$ cat src/rtl/gprf_pkg.sv
package gprf_pkg;
  typedef enum logic [1:0] {
    ACC_B8  = 2'd0,
    ACC_B16 = 2'd1,
    ACC_B32 = 2'd2,
    ACC_B64 = 2'd3
  } acc_size_e;
endpackage

$ cat src/rtl/gprf_view_check.sv
module gprf_view_check
  import gprf_pkg::*;
#(
  parameter int NREGS       = 16,
  parameter int HIBYTE_REGS = 4,
  parameter int NOBYTE_LO   = 4,
  parameter int NOBYTE_HI   = 7,
  localparam int IW         = $clog2(NREGS)
) (
  input  logic [IW-1:0] idx,
  input  logic [1:0]    size,
  input  logic          hi,
  output logic          illegal
);
  logic is_byte;
  logic in_nobyte;
  logic no_second;

  always_comb begin
    is_byte   = (acc_size_e'(size) == ACC_B8);
    in_nobyte = (idx >= IW'(NOBYTE_LO)) && (idx <= IW'(NOBYTE_HI));
    no_second = hi && (idx >= IW'(HIBYTE_REGS));
    illegal   = is_byte && (in_nobyte || no_second);
  end
endmodule

$ cat src/rtl/gprf_write_merge.sv
module gprf_write_merge
  import gprf_pkg::*;
#(
  parameter int XLEN = 64
) (
  input  logic [XLEN-1:0] old_word,
  input  logic [XLEN-1:0] data,
  input  logic [1:0]      size,
  input  logic            hi,
  output logic [XLEN-1:0] new_word
);
  always_comb begin
    unique case (acc_size_e'(size))
      ACC_B64: new_word = data;
      ACC_B32: new_word = XLEN'(data[31:0]);
      ACC_B16: new_word = {old_word[XLEN-1:16], data[15:0]};
      default: begin
        if (hi) new_word = {old_word[XLEN-1:16], data[7:0], old_word[7:0]};
        else    new_word = {old_word[XLEN-1:8], data[7:0]};
      end
    endcase
  end
endmodule

$ cat src/rtl/gprf_read_slice.sv
module gprf_read_slice
  import gprf_pkg::*;
#(
  parameter int XLEN = 64
) (
  input  logic [XLEN-1:0] word,
  input  logic [1:0]      size,
  input  logic            hi,
  input  logic            illegal,
  output logic [XLEN-1:0] slice
);
  always_comb begin
    if (illegal) begin
      slice = '0;
    end else begin
      unique case (acc_size_e'(size))
        ACC_B64: slice = word;
        ACC_B32: slice = XLEN'(word[31:0]);
        ACC_B16: slice = XLEN'(word[15:0]);
        default: slice = hi ? XLEN'(word[15:8]) : XLEN'(word[7:0]);
      endcase
    end
  end
endmodule

$ cat src/rtl/gpr_slice_file.sv
module gpr_slice_file
  import gprf_pkg::*;
#(
  parameter int NREGS       = 16,
  parameter int XLEN        = 64,
  parameter int HIBYTE_REGS = 4,
  parameter int NOBYTE_LO   = 4,
  parameter int NOBYTE_HI   = 7,
  parameter int COUNT_REG   = 1,
  localparam int IW         = $clog2(NREGS),
  localparam int NRD        = 2
) (
  input  logic            clk,
  input  logic            rst,
  input  logic            wr_en,
  input  logic [IW-1:0]   wr_idx,
  input  logic [1:0]      wr_size,
  input  logic            wr_hi,
  input  logic [XLEN-1:0] wr_data,
  output logic            wr_illegal,
  input  logic [IW-1:0]   rd0_idx,
  input  logic [1:0]      rd0_size,
  input  logic            rd0_hi,
  output logic [XLEN-1:0] rd0_data,
  output logic            rd0_illegal,
  input  logic [IW-1:0]   rd1_idx,
  input  logic [1:0]      rd1_size,
  input  logic            rd1_hi,
  output logic [XLEN-1:0] rd1_data,
  output logic            rd1_illegal,
  output logic [7:0]      shift_count
);
  logic [XLEN-1:0] regs_q [NREGS];
  logic [NREGS-1:0][XLEN-1:0] regs_flat;
  logic            wr_bad;
  logic            wr_fire;
  logic [XLEN-1:0] wr_next;

  gprf_view_check #(
    .NREGS(NREGS), .HIBYTE_REGS(HIBYTE_REGS),
    .NOBYTE_LO(NOBYTE_LO), .NOBYTE_HI(NOBYTE_HI)
  ) u_wr_view (
    .idx(wr_idx), .size(wr_size), .hi(wr_hi), .illegal(wr_bad)
  );

  gprf_write_merge #(.XLEN(XLEN)) u_merge (
    .old_word(regs_q[wr_idx]), .data(wr_data), .size(wr_size),
    .hi(wr_hi), .new_word(wr_next)
  );

  assign wr_illegal = wr_en && wr_bad;
  assign wr_fire    = wr_en && !wr_bad;

  for (genvar g = 0; g < NREGS; g++) begin : g_reg
    always_ff @(posedge clk) begin
      if (rst) begin
        regs_q[g] <= '0;
      end else if (wr_fire && (wr_idx == IW'(g))) begin
        regs_q[g] <= wr_next;
      end
    end
    assign regs_flat[g] = regs_q[g];
  end

  logic [IW-1:0]   rp_idx  [NRD];
  logic [1:0]      rp_size [NRD];
  logic            rp_hi   [NRD];
  logic [XLEN-1:0] rp_word [NRD];
  logic [XLEN-1:0] rp_data [NRD];
  logic            rp_bad  [NRD];

  assign rp_idx[0]  = rd0_idx;
  assign rp_size[0] = rd0_size;
  assign rp_hi[0]   = rd0_hi;
  assign rp_idx[1]  = rd1_idx;
  assign rp_size[1] = rd1_size;
  assign rp_hi[1]   = rd1_hi;

  for (genvar p = 0; p < NRD; p++) begin : g_rport
    always_comb begin
      if (wr_fire && (rp_idx[p] == wr_idx)) rp_word[p] = wr_next;
      else                                  rp_word[p] = regs_q[rp_idx[p]];
    end

    gprf_view_check #(
      .NREGS(NREGS), .HIBYTE_REGS(HIBYTE_REGS),
      .NOBYTE_LO(NOBYTE_LO), .NOBYTE_HI(NOBYTE_HI)
    ) u_view (
      .idx(rp_idx[p]), .size(rp_size[p]), .hi(rp_hi[p]), .illegal(rp_bad[p])
    );

    gprf_read_slice #(.XLEN(XLEN)) u_slice (
      .word(rp_word[p]), .size(rp_size[p]), .hi(rp_hi[p]),
      .illegal(rp_bad[p]), .slice(rp_data[p])
    );
  end

  assign rd0_data    = rp_data[0];
  assign rd0_illegal = rp_bad[0];
  assign rd1_data    = rp_data[1];
  assign rd1_illegal = rp_bad[1];
  assign shift_count = regs_q[COUNT_REG][7:0];
endmodule

$ cat config.mk
export PLATFORM = sky130hd
export DESIGN_NAME = gpr_slice_file
export DESIGN_NICKNAME = d
export VERILOG_FILES = /design/src/rtl/gprf_pkg.sv /design/src/rtl/gprf_view_check.sv /design/src/rtl/gprf_write_merge.sv /design/src/rtl/gprf_read_slice.sv /design/src/rtl/gpr_slice_file.sv
export SDC_FILE = /design/constraint.sdc
export NUM_CORES = 2
export LEC_CHECK = 0
export ABC_CLOCK_PERIOD_IN_PS = 7800
export BUFFER_PORTS_ARGS = -buffer_cell sky130_fd_sc_hd__clkbuf_2
export CAP_MARGIN = 0
export CORE_UTILIZATION = 25
export CTS_CLUSTER_DIAMETER = 100
export DETAILED_ROUTE_END_ITERATION = 7
export GPL_TIMING_DRIVEN = 0
export PLACE_DENSITY = 0.42
export SYNTH_ARGS = -nofsm -noshare
export SYNTH_HDL_FRONTEND = slang
export SYNTH_SLANG_ARGS = --single-unit
$ cat constraint.sdc
create_clock -name clk -period 7.8 [get_ports clk]
set_input_delay 1.95 -clock clk [delete_from_list [all_inputs] [get_ports clk]]
set_output_delay 1.95 -clock clk [all_outputs]
set_load 0.02 [all_outputs]
==> summary.md <==
| Metric | Value |
|---|---|
| Min Tclk post-route | `7.892 ns` |
| Regs by FF count | `regs_q (1024)` |
| Async SR Flop Fraction | `0%` |
| Most common cell in the netlist | `nor2_1` |
| Root buf cell | `clkbuf_16` |
| Final Non-Filler Cells | `7970` |
| Lkg Pwr | `25.10 nW` |
| Internal cell power | `10.77 mW` |
| Final WL | `304100 um` |
| Via density | `5.709` |
| Yosys top cell by area | `edfxtp_1` |
| RSZ-0062 raised after global routing | `false` |
| Num CTS Buffers | `134` |
| Max Freq | `126.7 MHz` |
| Status | `finished, violations left` |
| FP Rows | `182` |
| Endpoints failing hold | `0` |
| Sequential cell area fraction in the yosys report | `49.36%` |
| Highest metal used | `met5` |
| GP Congestion | `0.9067` |
| Max Cap Viol | `5` |
| Register with the most flip-flops | `regs_q` |
| Net Sw Frac | `29.09%` |
| Core Area | `246800 um^2` |
| Yosys reg bits | `1024` |
| Count of cell types in the netlist | `65` |
| CTS Sinks | `1024` |
| Tot Pwr | `15.19 mW` |
| Nets@finish | `4637` |
| Max FFs per register | `1024` |
| Starting DRC count in detailed routing | `6472` |
| Clock power frac | `40.0%` |
| Startpoint Class | `input port` |
| CP Capture Type | `output port` |
| Logic pwr share | `17.5%` |
| Reg power frac | `42.5%` |
| Hold WC Path Type | `flip-flop to flip-flop` |
| Slew HR | `-6.374%` |
| Initial antenna violation count | `16` |
| DR WL met3 | `30660 um` |
| TritonCTS clock tree | `yes` |
| Slew Limit Fails | `32` |
| CP max FO | `10` |
| Number of synthesized flops with an enable pin | `1024` |
| CP required | `5.85 ns` |
| H-tree depth | `4` |
| GRT Residual Overflow | `0` |
| Syn nets | `4257` |
| Setup-failing EPs final | `6` |
| VDD IR max | `227.9 uV` |
| CTS clock-pin slew for the worst setup and hold paths | `0.06 ns` |
| Final antenna-violating net count | `0` |
| Total placed cells including tap cells | `7725` |
| Fill count | `25110` |
| Sum Neg Setup Slack | `-0.3421 ns` |
| Post-layout util | `29.37%` |
| Synth area leaders | `edfxtp_1, mux4_2, nor2_1` |
| Worst-margin pin slew | `1.596 ns` |
| Routed length on met1 | `124000 um` |
| Avg Inst Size Synth | `14.94 um^2` |
| Drt wl/cell | `38.15 um` |
| Final Worst Setup Slack | `-0.09154 ns` |
| Ys Warns | `0` |
| Die height | `501.2 um` |
| Power Dens Cells | `209.5 nW/um^2` |
| Synth cell count leaders | `nor2_1, edfxtp_1, mux4_2` |
| IO Count | `227` |
| Main synth FF type | `edfxtp_1` |
| Post-DP HPWL | `211500 um` |
| Die area | `251200 um^2` |
| Starting density of the core | `25.24%` |
| Layout cells sized above 1 | `36.28%` |
| Port-buffer cells | `218` |
| Buffers inserted by post-CTS timing repair | `0` |
| Post-route DRC | `0` |
| Yosys top cell area share | `49.36%` |
| Cell area after synthesis | `62290 um^2` |
| Vias in the first global route | `44780` |
| Clock skew | `0.04222 ns` |
| Place WS | `-0.3642 ns` |
| Cells after synthesis | `4169` |
| Crit Path Class | `input port to output port` |
| Area growth, synth to finish | `16.38%` |
| Drt pass-1 iters | `6` |
| Hold Buf Count CTS | `0` |
| WP data arrival | `5.94 ns` |
| Post-CTS sizing | `10` |
| Final period utilization | `101.2%` |
| Met2 routed WL | `134100 um` |
| First-pass GRT wire length | `402800 um` |
| Die Width | `501.2 um` |
| Max clock buf depth | `3` |
| GRT Total Usage | `23.91%` |
| Violated checks | `capacitance limit, slew limit, setup timing` |
| Via count | `45500` |
| Largest net degree at the start of global routing | `45` |
| Switch Pwr | `4.417 mW` |
| Worst skew pair latency | `0.82 ns` |
critical path: stages:
cell and delay, ns:
clkbuf_2 0.33, or2_1 0.17, buf_6 0.19, o21ai_4 0.17
nor4_4 0.73, nand3_1 0.72, clkbuf_1 0.67, o22ai_1 0.70
clkbuf_2 0.28
power groups by stage:
stage               registers [mW]  clock network [mW]  logic [mW]
floorplan                     6.50                   0        1.57
global placement              6.58                   0        2.58
detailed placement            6.56                   0        2.63
CTS                           6.44                6.13        2.64
global route                  6.48                6.31        2.73
finish                        6.45                6.08        2.66
cell families (layout without fill, tap and decap cells):
family / Yosys count / after routing / synth area share [%]
other: 0 / 5 / 0
XOR/XNOR: 8 / 8 / 0.1125
AND/OR/NAND/NOR: 1231 / 1231 / 7.809
AO/OA/AOI/OAI: 354 / 354 / 4.461
flip-flops: 1024 / 1024 / 49.36
buffers and inverters: 531 / 1015 / 4.792
multiplexers: 1021 / 1021 / 33.46
area by class of cell:
type | count | area, um^2 | area share [%]
tap | 3312 | 4144 | 5.716
sequential | 1024 | 30750 | 42.41
antenna | 5 | 12.51 | 0.01726
buffer | 463 | 2749 | 3.792
multi-input combinational | 2614 | 28710 | 39.61
clock buffer | 180 | 3675 | 5.069
inverter | 67 | 251.5 | 0.3469
clock inverter | 60 | 465.4 | 0.6420
timing repair buffer | 245 | 1737 | 2.396
path summary, 6_finish.rpt:
path	from	end	slack, ns	depth (start not counted)
min	regs_q[8][3]	regs_q[14][3]	1.09	5
min reg2reg	regs_q[8][3]	regs_q[14][3]	1.09	5
max	wr_size[1]	rd0_data[34]	-0.09	9
max reg2reg	regs_q[5][14]	regs_q[11][14]	5.09	6
layout by cell type (no fill, tap or decap), types with 6 or more instances in the layout:
| cell type | count |
|---|---|
| clkinv_2 | 13 |
| a31oi_1 | 11 |
| clkbuf_2 | 231 |
| clkinv_1 | 31 |
| nand3_1 | 7 |
| a21oi_2 | 33 |
| buf_16 | 17 |
| inv_1 | 66 |
| clkbuf_1 | 188 |
| buf_2 | 138 |
| buf_1 | 14 |
| mux2i_1 | 142 |
| a22o_1 | 17 |
| buf_6 | 68 |
| o221ai_4 | 14 |
| mux2_2 | 33 |
| nor2b_1 | 11 |
| edfxtp_1 | 1024 |
| or3_1 | 8 |
| nor3_1 | 12 |
| buf_4 | 81 |
| a21o_4 | 12 |
| mux4_2 | 845 |
| nand2_1 | 92 |
| nor2_1 | 1059 |
| o21ai_0 | 42 |
| o31ai_1 | 16 |
| buf_12 | 7 |
| and2_1 | 10 |
| a221oi_1 | 22 |
| o21ai_2 | 6 |
| a21oi_1 | 7 |
| a22oi_1 | 19 |
| clkbuf_16 | 141 |
| o22ai_1 | 120 |
per-layer routing:
metal  vias up  global-route usage, %
met5         -                      0
li1      17460                      -
met4        10                  10.79
met1     24480                  32.17
met2      2952                  36.07
met3       594                  6.053
stage by stage:
stage | hold slack (ns) | area, um^2
after floorplan | 0.9301 | 62290
after global placement | 1.078 | 67530
after detailed placement | 1.063 | 68300
after CTS | 1.077 | 72460
after global routing | 1.137 | 72480
final | 1.086 | 72500
No activity file was read; power rests on OpenSTA's default activity.
